[config.mk]
export PLATFORM = sky130hd
export DESIGN_NAME = gated_acq_ctrl
export DESIGN_NICKNAME = d
export VERILOG_FILES = /design/src/rtl/gacq_pkg.sv /design/src/rtl/gacq_ring.sv /design/src/rtl/gacq_endrule.sv /design/src/rtl/gated_acq_ctrl.sv
export SDC_FILE = /design/constraint.sdc
export NUM_CORES = 1
export LEC_CHECK = 0
export ABC_AREA = 1
export BUFFER_PORTS_ARGS = -buffer_cell sky130_fd_sc_hd__buf_2
export CELL_PAD_IN_SITES_DETAIL_PLACEMENT = 0
export CELL_PAD_IN_SITES_GLOBAL_PLACEMENT = 1
export CORE_MARGIN = 4
export CORE_UTILIZATION = 45
export CTS_CLUSTER_SIZE = 28
export DETAILED_ROUTE_END_ITERATION = 7
export PLACE_DENSITY_LB_ADDON = 0.3
export SYNTH_ARGS = -nofsm -noshare
export SYNTH_HDL_FRONTEND = slang
export SYNTH_SLANG_ARGS = --single-unit
export TNS_END_PERCENT = 5
[constraint.sdc]
create_clock -name clk -period 4.5 [get_ports clk]
set_input_delay 0.225 -clock clk [delete_from_list [all_inputs] [get_ports clk]]
set_output_delay 0.225 -clock clk [all_outputs]
set_load 0.005 [all_outputs]
[src/rtl/gacq_pkg.sv]
// Shared types for the gated acquisition controller.
// Assumes: nothing beyond a 1-bit mode select at the top level.
package gacq_pkg;
    typedef enum logic {
        RUN_MEM    = 1'b0,
        RUN_STREAM = 1'b1
    } run_mode_e;
endpackage

[src/rtl/gacq_ring.sv]
// Ring buffer holding pre-gate history and committed (to-be-output) samples.
// The committed samples sit at the head, and history samples follow them.
// Assumes: drop is only asserted with no committed entries, pop only with
// committed entries, and the occupancy never exceeds DEPTH (guaranteed by top).
module gacq_ring #(
    parameter int DW    = 16,
    parameter int DEPTH = 10,
    localparam int AW   = $clog2(DEPTH),
    localparam int CW   = $clog2(DEPTH + 1)
) (
    input  logic          clk,
    input  logic          rst_n,
    input  logic          flush,
    input  logic          push,
    input  logic [DW-1:0] push_data,
    input  logic          push_last,
    input  logic          push_commit,
    input  logic          commit_all,
    input  logic          pop,
    input  logic          drop,
    output logic [DW-1:0] head_data,
    output logic          head_last,
    output logic [CW-1:0] n_total,
    output logic [CW-1:0] n_commit
);
    logic [DW:0]   mem [DEPTH];
    logic [AW-1:0] rd_ptr, wr_ptr;

    function automatic logic [AW-1:0] step(input logic [AW-1:0] p);
        return (p == AW'(DEPTH - 1)) ? '0 : p + AW'(1);
    endfunction

    // Storage write, no reset needed on data.
    always_ff @(posedge clk) begin
        if (push) mem[wr_ptr] <= {push_last, push_data};
    end

    // Pointer and occupancy bookkeeping.
    always_ff @(posedge clk) begin
        if (!rst_n || flush) begin
            rd_ptr   <= '0;
            wr_ptr   <= '0;
            n_total  <= '0;
            n_commit <= '0;
        end else begin
            if (push)        wr_ptr <= step(wr_ptr);
            if (pop || drop) rd_ptr <= step(rd_ptr);
            n_total  <= n_total + CW'(push) - CW'(pop || drop);
            n_commit <= (commit_all ? n_total : n_commit)
                        + CW'(push && push_commit) - CW'(pop);
        end
    end

    assign {head_last, head_data} = mem[rd_ptr];

    p_pop_committed_r1: assert property (@(posedge clk) disable iff (!rst_n)
        pop |-> (n_commit != '0));
    p_fill_bound_r2: assert property (@(posedge clk) disable iff (!rst_n)
        n_total <= CW'(DEPTH));
    p_commit_within_r2: assert property (@(posedge clk) disable iff (!rst_n)
        n_commit <= n_total);
endmodule

[src/rtl/gacq_endrule.sv]
// End-of-run rules, evaluated on samples as they leave the block.
// Memory mode: the sample that uses up the budget ends the run and its segment.
// Streaming mode: the segment end numbered cfg_gates ends the run (0 = never).
// Assumes: clear is pulsed at every accepted start.
module gacq_endrule #(
    parameter int CNT_W = 32
) (
    input  logic             clk,
    input  logic             rst_n,
    input  logic             clear,
    input  logic             active,
    input  logic             stream,
    input  logic [CNT_W-1:0] budget,
    input  logic [CNT_W-1:0] gates,
    input  logic             take,
    input  logic             take_last,
    output logic             seg_end,
    output logic             final_take
);
    logic [CNT_W-1:0] n_out, n_seg;
    logic             budget_hit, gates_hit;

    // Decide whether the outgoing sample closes its segment or the run.
    always_comb begin
        budget_hit = !stream && (n_out + CNT_W'(1) == budget);
        seg_end    = take_last || budget_hit;
        gates_hit  = stream && (gates != '0) && seg_end && (n_seg + CNT_W'(1) == gates);
        final_take = take && (budget_hit || gates_hit);
    end

    // Count output samples and completed segments of the current run.
    always_ff @(posedge clk) begin
        if (!rst_n || clear) begin
            n_out <= '0;
            n_seg <= '0;
        end else if (take) begin
            n_out <= n_out + CNT_W'(1);
            if (seg_end) n_seg <= n_seg + CNT_W'(1);
        end
    end

    p_budget_cap_r7: assert property (@(posedge clk) disable iff (!rst_n)
        (active && !stream) |-> (n_out < budget));
    p_gate_cap_r8: assert property (@(posedge clk) disable iff (!rst_n)
        (active && stream && gates != '0) |-> (n_seg < gates));
endmodule

[src/rtl/gated_acq_ctrl.sv]
// Gated acquisition controller top.
// It classifies each valid sample (history, gate rise, in-gate, post-gate or
// discard), keeps it in the ring and releases committed samples one per cycle.
// Assumes: configuration inputs are held stable while busy. History is only
// gathered once the previous segment has drained from the ring.
module gated_acq_ctrl
    import gacq_pkg::*;
#(
    parameter int DW      = 16,
    parameter int PRE_MAX = 8,
    parameter int CNT_W   = 32,
    localparam int PRE_W  = $clog2(PRE_MAX + 1) + 1,
    localparam int DEPTH  = PRE_MAX + 2,
    localparam int CW     = $clog2(DEPTH + 1)
) (
    input  logic             clk,
    input  logic             rst_n,
    input  logic             cfg_stream,
    input  logic [PRE_W-1:0] cfg_pre,
    input  logic [CNT_W-1:0] cfg_post,
    input  logic [CNT_W-1:0] cfg_budget,
    input  logic [CNT_W-1:0] cfg_gates,
    input  logic             start,
    input  logic             stop,
    input  logic             in_valid,
    input  logic [DW-1:0]    in_data,
    input  logic             gate,
    output logic             out_valid,
    output logic [DW-1:0]    out_data,
    output logic             out_last,
    output logic             busy,
    output logic             done,
    output logic             cfg_err
);
    run_mode_e        mode;
    logic             running, in_seg, in_post;
    logic [CNT_W-1:0] post_left;
    logic             smp, rise, seg_hi, first_lo, post_lo, hist_in;
    logic             push, push_last, drop, take, bad_cfg, start_ok, flush;
    logic             seg_end, final_take, head_last;
    logic [DW-1:0]    head_data;
    logic [CW-1:0]    n_total, n_commit, n_hist;

    assign mode = run_mode_e'(cfg_stream);

    // Reject a configuration the history ring or budget cannot honour.
    always_comb begin
        bad_cfg  = (32'(cfg_pre) > PRE_MAX) || (mode == RUN_MEM && cfg_budget == '0);
        start_ok = start && !stop && !bad_cfg;
        flush    = stop || start_ok || final_take;
    end

    // Classify the incoming sample against the gate and the segment state.
    always_comb begin
        n_hist    = n_total - n_commit;
        smp       = running && in_valid;
        rise      = smp && !in_seg && gate;
        seg_hi    = smp && in_seg && gate;
        first_lo  = smp && in_seg && !gate && !in_post;
        post_lo   = smp && in_seg && !gate && in_post;
        hist_in   = smp && !in_seg && !gate && (n_commit == '0) && (cfg_pre != '0);
        push      = rise || seg_hi || first_lo || post_lo || hist_in;
        push_last = (first_lo && cfg_post == '0) || (post_lo && post_left == CNT_W'(1));
        drop      = hist_in && (32'(n_hist) >= 32'(cfg_pre));
        take      = running && (n_commit != '0);
    end

    gacq_ring #(.DW(DW), .DEPTH(DEPTH)) u_ring (
        .clk        (clk),
        .rst_n      (rst_n),
        .flush      (flush),
        .push       (push),
        .push_data  (in_data),
        .push_last  (push_last),
        .push_commit(!hist_in),
        .commit_all (rise),
        .pop        (take),
        .drop       (drop),
        .head_data  (head_data),
        .head_last  (head_last),
        .n_total    (n_total),
        .n_commit   (n_commit)
    );

    gacq_endrule #(.CNT_W(CNT_W)) u_end (
        .clk       (clk),
        .rst_n     (rst_n),
        .clear     (start_ok),
        .active    (running),
        .stream    (mode == RUN_STREAM),
        .budget    (cfg_budget),
        .gates     (cfg_gates),
        .take      (take),
        .take_last (head_last),
        .seg_end   (seg_end),
        .final_take(final_take)
    );

    // Register the outgoing sample and its segment-end flag.
    always_ff @(posedge clk) begin
        if (!rst_n) begin
            out_valid <= 1'b0;
            out_data  <= '0;
            out_last  <= 1'b0;
        end else begin
            out_valid <= take && !stop && !start;
            out_data  <= head_data;
            out_last  <= take && !stop && !start && seg_end;
        end
    end

    // Run control and segment tracking.
    always_ff @(posedge clk) begin
        if (!rst_n) begin
            running   <= 1'b0;
            done      <= 1'b0;
            cfg_err   <= 1'b0;
            in_seg    <= 1'b0;
            in_post   <= 1'b0;
            post_left <= '0;
        end else if (stop) begin
            running <= 1'b0;
            in_seg  <= 1'b0;
            in_post <= 1'b0;
        end else if (start) begin
            cfg_err <= bad_cfg;
            if (!bad_cfg) begin
                running <= 1'b1;
                done    <= 1'b0;
                in_seg  <= 1'b0;
                in_post <= 1'b0;
            end
        end else if (running) begin
            if (final_take) begin
                running <= 1'b0;
                done    <= 1'b1;
            end
            if (rise) begin
                in_seg  <= 1'b1;
                in_post <= 1'b0;
            end else if (seg_hi) begin
                in_post <= 1'b0;
            end else if (first_lo) begin
                in_seg    <= (cfg_post != '0);
                in_post   <= (cfg_post != '0);
                post_left <= cfg_post;
            end else if (post_lo) begin
                post_left <= post_left - CNT_W'(1);
                if (post_left == CNT_W'(1)) begin
                    in_seg  <= 1'b0;
                    in_post <= 1'b0;
                end
            end
        end
    end

    assign busy = running;

    p_last_has_valid_r4: assert property (@(posedge clk) disable iff (!rst_n)
        out_last |-> out_valid);
    p_reject_cfg_r6: assert property (@(posedge clk) disable iff (!rst_n)
        (start && !stop && bad_cfg && !busy) |=> (cfg_err && !busy));
    p_done_with_last_r7: assert property (@(posedge clk) disable iff (!rst_n)
        $rose(done) |-> (out_valid && out_last));
    p_done_idle_r8: assert property (@(posedge clk) disable iff (!rst_n)
        done |-> !busy);
    p_stop_quiet_r9: assert property (@(posedge clk) disable iff (!rst_n)
        stop |=> (!busy && !out_valid));
endmodule

==> flow_summary.yaml, run 1 <==
route:
  vias: 14600
  routed_wl_um: 44290
  ant_nets: 0
  wire_per_inst_um: 16.08
  routed_via_density: 5.301
  drt_iter0_drc: 954
  drt_first_pass_iters: 5
  drcViolationCount: 0
synthesis:
  synth-edff-count: 170
  async_flop_share: 0
  ys_types: 47
  syn_nets: 2254
  syn_avg_cell_area_um2: 7.760
  seq_area_frac_synth: 0.4822
  yosys_warnings: 0
  synth_cells: 2108
  synthFlopType: "edfxtp_1"
  synth-seq-cells: 309
  synthesis.area_um2: 16360
sta:
  finalHoldViolations: 0
  tns_ns: 0
  period_share: 0.7592
  fmax_ghz: 0.2927
  slew_headroom: 0.2433
  holdWs_ns: 0.02542
  fin_skew_ns: 0.01874
  grt_setup_unrepaired: "no"
  setup_viol: 0
  worst_pin_slew_ns: 1.134
  layout_min_cycle_time_ns: 3.416
  drv_slew: 0
finish:
  final_common_cell: "nand2_1"
  diodes: 0
  layout.area.seq_um2: 7889
  final_cell_mix: "510 x nand2_1, 318 x nor2_1, 208 x inv_1"
  multi_input_area_um2: 7405
  fillers: 3429
  layout-drive-gt1-share: 0.1108
  area_growth_syn_to_layout_pct: 16.06
  fin_nets: 2411
critical_path:
  crit_buf_inv: 3
  cp.arrival_ns: 3.83
  cp_cell_sequence: "inv_1 -> ha_1 -> inv_1 -> fa_1 -> xor2_1 -> ha_1 -> a21o_1 -> a22oi_1 -> nand2_1 -> o21bai_1 -> nand2_1 -> ha_1 -> inv_1 -> ha_1 -> fa_1 -> xnor2_1 -> nor2_1"
  critical_path.max_stage_delay_ns: 0.39
  worstPathMaxFanout: 5
  path_common_cell: "ha_1"
  critPathTopFamily: "adder cells"
  critPathKind: "flop to flop"
  cp-end-kind: "flop"
  cp.required_ns: 4.92
  crit_slowest_cell: "fa_1"
  critPathLaunchType: "flop"
clock_tree:
  cts_root_buffer: "clkbuf_16"
  cts_hold_buf: 22
  h-tree-depth: 2
  cts_tree: "done"
  cts_buffers: 36
  clkSlewWorstSetupHoldPaths_ns: 0.06
  cts-resized-gates: 0
  clk_latency_ns: 0.55
  cts_sinks: 309
  cts_setup_buffers: 0
  clockBufferDepth: 3
pwr:
  p_leak_nw: 7.476
  p_per_area_nw_per_um2: 327.4
  power_w: 0.006215
  vdd.ir_drop.worst_uv: 242.6
status:
  outcome: "finished clean"
die:
  io_pins: 145
  rows: 69
  initial_core_util: 0.4577
  dieArea_um2: 39470
  die-height_um: 198.7
  core-area_um2: 35740
  fp.dieW_um: 198.7
min_path:
  min_path_type: "input pin to flop"
global_routing:
  grt_max_degree: 66
  first_global_vias: 13927
  grt_pass1_wl_um: 70500
  grt_antenna_before_repair: 1
  grtUsageTotal: 0.2209
  grt.overflow.total: 0
place:
  hpwlAfterDp_um: 29530
  io_buffers: 144
  gp_congestion: 0.8655
run:
  drv_cap: 0
[logic make-up (layout without fill, tap and decap cells)]
logic type	count (synthesis)	in the layout	synth area share
and+or+nand+nor	1077	1077	0.2779
AOI/OAI and AO/OA	381	381	0.1320
DFF	309	309	0.4822
buffers and inverters	282	467	0.06639
xor gates and xnor gates	36	36	0.02272
adders and majority gates	22	22	0.01820
muxes	1	1	0.0006119
[power breakdown]
group / internal [W] / switching, W
logic: 0.000104 / 0.000150
clock network: 0.00176 / 0.00122
registers: 0.00298 / 0.00000421
total: 0.00484 / 0.00138
[synth_stat cells, types with 12 or more instances]
master	number	area share
dfxtp_1	139	0.17
inv_1	210	0.048
nand3b_1	29	0.013
xor2_1	18	0.0096
o21bai_1	12	0.0055
nor3_1	13	0.0040
xnor2_1	14	0.0075
o21ai_0	154	0.047
nand3_1	136	0.042
ha_1	19	0.015
nand2_1	510	0.12
a21oi_1	128	0.039
nand4_1	24	0.0092
o22ai_1	16	0.0061
nor4_1	21	0.0080
edfxtp_1	170	0.31
o221ai_1	18	0.0096
clkbuf_1	59	0.014
a221oi_1	18	0.0096
nor2_1	320	0.073
[worst register-to-register path: stages, from the launching register on]
cell and delay (ns):
dfxtp_1 0.30, inv_1 0.09, ha_1 0.15, inv_1 0.06, fa_1 0.37, xor2_1 0.17, ha_1 0.31, a21o_1 0.19
a22oi_1 0.14, nand2_1 0.07, o21bai_1 0.17, nand2_1 0.15, ha_1 0.30, inv_1 0.04, ha_1 0.20, fa_1 0.39
xnor2_1 0.15, nor2_1 0.06
[layer usage]
| layer | vias to the layer above | share of wire | GRT usage |
|---|---|---|---|
| met1 | 6769 | 0.46 | 0.3010 |
| met5 | - | 0.00029 | 0 |
| li1 | 7401 | - | - |
| met4 | 2 | 0.027 | 0.07143 |
| met3 | 74 | 0.050 | 0.03320 |
| met2 | 354 | 0.46 | 0.3645 |
[worst paths after layout]
path / from / to / slack (ns) / cells after the start
hold reg to reg: done$_SDFFE_PN0P_ / done$_SDFFE_PN0P_ / 0.47 / 2
hold / removal: cfg_post[15] / post_left[15]$_SDFFE_PN0P_ / 0.03 / 3
setup reg to reg: u_ring.n_total[0]$_SDFF_PP0_ / u_ring.n_total[2]$_SDFF_PP0_ / 1.08 / 17
setup / recovery: u_ring.n_total[0]$_SDFF_PP0_ / u_ring.n_total[2]$_SDFF_PP0_ / 1.08 / 17
[layout make-up]
class	count	share of cell area
inverter	212	0.04192
clock inverter	24	0.01377
clock buffer	42	0.04969
sequential	309	0.4155
tap	461	0.03038
timing repair buffer	189	0.05866
multi-input combinational	1517	0.3900
[per-stage QoR]
stage	setup WS (ns)	std cells	instance area, um^2	util
2_1_floorplan	1.335	2108	16360	-
5_1_grt	0.6199	2754	18980	0.5312
3_3_place_gp	1.156	2666	17560	0.4913
3_5_place_dp	1.111	2666	17560	0.4913
6_report	1.084	2754	18980	0.5312
4_1_cts	1.083	2754	18980	0.5312
[registers in the layout, summed over array words and instances, names as in the netlist, named ones only]
| register | flops |
|---|---|
| u_ring.mem | 170 |
| post_left | 32 |
| u_end.n_out | 32 |
| u_end.n_seg | 32 |
| out_data | 16 |
| u_ring.n_commit | 4 |
| u_ring.n_total | 4 |
| u_ring.rd_ptr | 4 |
| u_ring.wr_ptr | 4 |
| busy | 1 |
| cfg_err | 1 |
| done | 1 |
| in_post | 1 |
| in_seg | 1 |
| out_last | 1 |
| out_valid | 1 |
Power figures use the tool's default switching activity.
==> run 2, diff against run 1 <==
Clock period 4.5 ns to 3.3 ns, I/O delays scaled along.
==> run 2 against run 1 <==
Sequential power rose by 37%. Critical path depth fell by 1. Maximum frequency rose by 3.7%. First-iteration DRC count rose by 3.5%. Worst hold slack improved by 0.012 ns. Global-route usage rose by 0.19 points. Total power rose by 38%. Non-clock buffer count rose by 43. Die area did not move.
==> flow_summary.yaml, run 2 (synthesis results as in run 1) <==
status:
  outcome: "finished clean"
clock_tree:
  h-tree-depth: 2
  cts_buffers: 36
  clk_latency_ns: 0.55
  clkSlewWorstSetupHoldPaths_ns: 0.06
  clockBufferDepth: 3
  cts_tree: "done"
  cts_root_buffer: "clkbuf_16"
  cts_sinks: 309
finish:
  fillers: 3412
  largest-register: "u_ring.mem"
  fin_util: 0.5447
  fin_nets: 2454
  layout-drive-gt1-share: 0.1284
  largest_reg_flops: 170
  area_growth_syn_to_layout_pct: 19.02
  layout.area.seq_um2: 7894
  final_area_um2: 19470
  diodes: 0
  final_common_cell: "nand2_1"
  multi_input_area_um2: 7490
  final_cell_mix: "510 x nand2_1, 311 x nor2_1, 204 x inv_1"
critical_path:
  cp.required_ns: 3.77
  worstPathMaxFanout: 3
  cp-end-kind: "flop"
  timing.rr.end: "u_ring.n_total[1]$_SDFF_PP0_"
  critPathLaunchType: "flop"
  r2r_cells: 16
  reg2reg_slack_ns: 0.004
  cp.arrival_ns: 3.76
  worstReg2RegStart: "u_ring.n_commit[0]$_SDFF_PP0_"
  critPathKind: "flop to flop"
pwr:
  p_comb_frac: 0.043
  pwr-share-clk: 0.483
  vdd.ir_drop.worst_uv: 332.5
  power_w: 0.008586
  p_per_area_nw_per_um2: 441.0
  p_leak_nw: 7.678
  seqPwrFrac: 0.474
  power.internal_w: 0.006729
  power_switching_share: 0.2163
  power.switching_w: 0.001857
global_routing:
  first_global_vias: 14141
  use_met1: 0.3080
  top_usage_layer: "met2"
  grt.overflow.total: 0
  grt_antenna_before_repair: 1
  grt_util_met3: 0.03150
  met2_usage: 0.3667
  grtUsageTotal: 0.2228
  grt_pass1_wl_um: 71240
  grt_max_degree: 81
route:
  drt_iter0_drc: 987
  drcViolationCount: 0
  drt_first_pass_iters: 5
  routed_wl_um: 44730
  vias: 14688
  wire_per_inst_um: 15.99
  routed_via_density: 5.251
  ant_nets: 0
min_path:
  min_to: "post_left[16]$_SDFFE_PN0P_"
  hold_path_depth: 5
  hold_path_startpoint: "cfg_post[16]"
  min_path_type: "input pin to flop"
sta:
  worst_pin_slew_ns: 1.152
  finalHoldViolations: 0
  layout_min_cycle_time_ns: 3.296
  grt_setup_unrepaired: "yes"
  drv_slew: 0
  fmax_ghz: 0.3034
  setup_viol: 0
  period_share: 0.9987
  tns_ns: 0
  fin_skew_ns: 0.01552
  slew_headroom: 0.2310
run:
  drv_cap: 0
place:
  io_buffers: 144
  gp_congestion: 0.8856
  hpwlAfterDp_um: 29770
  placed_area_um2: 17660
die:
  initial_core_util: 0.4577
  core-area_um2: 35740
  fp.dieW_um: 198.7
  dieArea_um2: 39470
  io_pins: 145
  rows: 69
  die-height_um: 198.7
run 2: cell types whose count changed in the layout (fill, tap and decap cells not counted), moves of 5 or more:
cell	previous run	this run
clkinv_2	7	1
dlygate4sd3_1	22	38
clkinv_1	7	2
buf_4	23	48
clkbuf_1	4	13
nor2_1	318	311
nor2_2	8	15
run 2: layout make-up:
cell class | instances | share of cell area
multi-input combinational | 1517 | 0.3847
timing repair buffer | 232 | 0.07622
clock inverter | 14 | 0.01202
tap | 461 | 0.02963
clock buffer | 52 | 0.05090
inverter | 212 | 0.04113
sequential | 309 | 0.4054
run 2: worst max-delay path by stage:
| stage | start | endpoint | slack [ns] |
|---|---|---|---|
| final | u_ring.n_commit[0]$_SDFF_PP0_ | u_ring.n_total[1]$_SDFF_PP0_ | 0.004 |
| after global routing | u_ring.n_commit[0]$_SDFF_PP0_ | u_ring.n_total[1]$_SDFF_PP0_ | -0.16 |
| after CTS | u_ring.n_total[0]$_SDFF_PP0_ | u_ring.n_total[1]$_SDFF_PP0_ | 0.002 |
| after detailed placement | u_ring.n_commit[0]$_SDFF_PP0_ | u_ring.n_total[1]$_SDFF_PP0_ | -0.01 |
| after global placement | u_ring.n_total[0]$_SDFF_PP0_ | u_ring.n_total[2]$_SDFF_PP0_ | 0.07 |
| after floorplan | u_ring.n_total[0]$_SDFF_PP0_ | u_ring.n_total[2]$_SDFF_PP0_ | 0.14 |
run 2: per-stage QoR:
stage	worst slack, ns	hold WS (ns)	instances
2_1_floorplan	0.1352	0.2639	2108
4_1_cts	0.002008	0.01200	2791
5_1_grt	-0.1627	0.05157	2797
3_5_place_dp	-0.01263	0.4455	2679
3_3_place_gp	0.06957	0.4364	2679
6_report	0.004228	0.03790	2797
run 2: repair_timing:
item,in CTS,in global routing
hold buffers,38,0
hold endpoints to repair,184,0
setup endpoints to repair,2,53
setup buffers,8,6
pin swaps,2,17
resized for setup,2,30
run 2: per-layer routing:
layer | share of wire | routed length (um) | up-vias
met2 | 0.46 | 20620 | 368
met3 | 0.053 | 2383 | 73
li1 | - | - | 7495
met4 | 0.023 | 1033 | 2
met5 | 0.00029 | 13 | -
met1 | 0.46 | 20690 | 6750
run 2: critical path: stages (launching register included):
cell and delay, ns:
dfxtp_2 0.36, ha_4 0.15, inv_4 0.04, fa_2 0.36, xor2_1 0.16, ha_1 0.32
a21o_1 0.17, a22oi_2 0.13, nand2_1 0.07, o21bai_1 0.19, nand2_1 0.11, ha_1 0.31
inv_2 0.04, ha_4 0.15, fa_2 0.54, inv_2 0.03, nor2_2 0.08
run 2: power by group through the flow:
stage               logic, W  registers, W  clock network [W]
floorplan           0.000142       0.00415                  0
global placement    0.000321       0.00415                  0
detailed placement  0.000328       0.00415                  0
CTS                 0.000363       0.00407            0.00425
global route        0.000412       0.00407            0.00440
finish              0.000368       0.00407            0.00415
==> run 3, diff against run 2 <==
Settings changed: CORE_UTILIZATION 45 to 40.
Clock period 3.3 ns to 3.01 ns, I/O delays scaled along.
==> run 3 against run 2 <==
The flow now finishes with violations (negative setup slack). Maximum frequency increased by 5.9%. Cell area is 0.55% higher. Setup slack worse by 0.11 ns. Sequential power rose by 9.6%. Global-route usage fell by 2.3 points. Critical path depth rose by 1. Critical path type unchanged. Largest cell class unchanged.
==> flow_summary.yaml, run 3 (synthesis results as in run 1) <==
status:
  outcome: "complete, but fails checks"
  violations: "negative setup slack"
finish:
  layout-drive-gt1-share: 0.1292
  instances_no_fill: 2872
  fin_nets: 2462
  final_common_cell: "nand2_1"
  fillers: 3867
  multi_input_area_um2: 7471
  layout.area.seq_um2: 7891
  fin_util: 0.4883
  final_cell_mix: "509 x nand2_1, 316 x nor2_1, 205 x inv_1"
  largest-register: "u_ring.mem"
  largest_reg_flops: 170
  area_growth_syn_to_layout_pct: 19.68
die:
  fp.dieW_um: 210.2
  io_pins: 145
  die-height_um: 210.2
  initial_core_util: 0.4080
  core-area_um2: 40100
  dieArea_um2: 44190
  rows: 73
critical_path:
  critPathKind: "flop to flop"
  cp_cell_sequence: "inv_2 -> ha_4 -> inv_2 -> fa_2 -> xor2_1 -> ha_1 -> a21o_1 -> a22oi_2 -> nand2_1 -> o21bai_1 -> nand2_1 -> ha_1 -> inv_2 -> ha_4 -> fa_2 -> inv_1 -> nor2_1"
  endpoint: "u_ring.n_total[1]$_SDFF_PP0_"
  worstReg2RegStart: "u_ring.n_total[0]$_SDFF_PP0_"
  reg2reg_slack_ns: -0.10
  critPathTopFamily: "adder cells"
  path_common_cell: "inv_2"
  timing.rr.end: "u_ring.n_total[1]$_SDFF_PP0_"
  crit_slowest_cell: "fa_2"
  crit_start: "u_ring.n_total[0]$_SDFF_PP0_"
  critical_path.max_stage_delay_ns: 0.51
  r2r_cells: 17
  path_depth: 17
  cp.arrival_ns: 3.59
  worstPathMaxFanout: 2
  cp-end-kind: "flop"
  cp.required_ns: 3.48
  crit_buf_inv: 4
  critPathLaunchType: "flop"
place:
  gp_congestion: 0.8502
  hpwlAfterDp_um: 30300
  dp.cells: 2758
  post-place-ws_ns: -0.2091
  io_buffers: 144
sta:
  slew_headroom: 0.2307
  period_share: 1.034
  fmax_ghz: 0.3212
  setup_viol: 2
  layout_setup_ws_ns: -0.1035
  drv_slew: 0
  grt_setup_unrepaired: "yes"
  fin_skew_ns: 0.01821
  layout_min_cycle_time_ns: 3.113
  finalHoldViolations: 0
  worst_pin_slew_ns: 1.153
route:
  ant_nets: 0
  wire_per_inst_um: 15.80
  routed_via_density: 5.139
  drt_first_pass_iters: 5
  drcViolationCount: 0
  drt_iter0_drc: 927
  vias: 14759
  routed_wl_um: 45370
clock_tree:
  clk_latency_ns: 0.55
  h-tree-depth: 2
  cts_tree: "done"
  cts_sinks: 309
  clockBufferDepth: 3
  clkSlewWorstSetupHoldPaths_ns: 0.05
  cts_root_buffer: "clkbuf_16"
  cts_buffers: 37
global_routing:
  grt_max_degree: 81
  grt_antenna_before_repair: 3
  top_usage_layer: "met2"
  first_global_vias: 13982
  met2_usage: 0.3306
  grtUsageTotal: 0.1995
  use_met1: 0.2751
  grt_util_met3: 0.02753
  grt_pass1_wl_um: 71930
  grt.overflow.total: 0
pwr:
  p_leak_nw: 7.720
  vdd.ir_drop.worst_uv: 352.4
  power_w: 0.009265
  p_per_area_nw_per_um2: 473.2
run:
  drv_cap: 0
min_path:
  min_path_type: "input pin to flop"
==> run 3: changes by cell type in the layout (fill, tap and decap cells not counted), sizes merged <==
cell / change
diode: +2
buf: +7
clkinv: +11
bufinv: -3
clkbuf: -5
clkinvlp: -1
==> run 3: timing repair <==
item                                   4_1_cts  5_1_grt
setup endpoints to repair                    3       54
endpoints found under the hold margin      183        0
pin swaps                                    9        6
setup buffers                                5        1
resized for setup                            3       10
hold buffers                                38        0
==> run 3: worst reg2reg max path, stage by stage, from the launching register on <==
cell      delay (ns)
dfxtp_2         0.31
inv_2           0.06
ha_4            0.12
inv_2           0.04
fa_2            0.32
xor2_1          0.15
ha_1            0.29
a21o_1          0.19
a22oi_2         0.11
nand2_1         0.07
o21bai_1        0.18
nand2_1         0.10
ha_1            0.29
inv_2           0.04
ha_4            0.15
fa_2            0.51
inv_1           0.04
nor2_1          0.07
==> run 3: worst min-delay path by stage <==
stage,start,end,slack (ns),cells past startpoint
2_1_floorplan,in_data[0],u_ring.mem[0][0]$_DFFE_PP_,0.25,0
3_3_place_gp,in_data[7],u_ring.mem[9][7]$_DFFE_PP_,0.44,1
3_5_place_dp,in_data[2],u_ring.mem[9][2]$_DFFE_PP_,0.44,1
4_1_cts,stop,in_post$_SDFFE_PP0P_,0.006,3
5_1_grt,stop,cfg_err$_SDFFE_PN0P_,0.06,4
6_report,stop,out_valid$_SDFF_PN0_,0.03,4
==> run 3: cell type report <==
class | instances | share of cell area
Antenna cell | 2 | 0.0002556
Sequential cell | 309 | 0.4031
Inverter | 212 | 0.04065
Timing Repair Buffer | 239 | 0.08002
Multi-Input combinational cell | 1517 | 0.3816
Clock buffer | 47 | 0.05126
Tap cell | 525 | 0.03355
Clock inverter | 21 | 0.009587
==> run 3: layer usage <==
metal / part of all wire / vias up
li1: - / 7509
met2: 0.46 / 328
met1: 0.46 / 6857
met3: 0.052 / 63
met4: 0.022 / 2
met5: 0.00029 / -
==> run 3: stage by stage <==
stage          cell area, um^2  setup TNS (ns)  hold slack [ns]
2_1_floorplan            16380         -0.1730           0.2494
3_3_place_gp             17900         -0.2703           0.4415
3_5_place_dp             17900         -0.4570           0.4432
4_1_cts                  19520         -0.2102         0.005581
5_1_grt                  19580          -6.376          0.06263
6_report                 19580         -0.1656          0.03369
==> run 3: report_power, final <==
group | switching, W | total (W) | internal (W)
registers | 0.00000568 | 0.00446 | 0.00446
logic | 0.000229 | 0.000402 | 0.000173
clock network | 0.00184 | 0.00440 | 0.00256
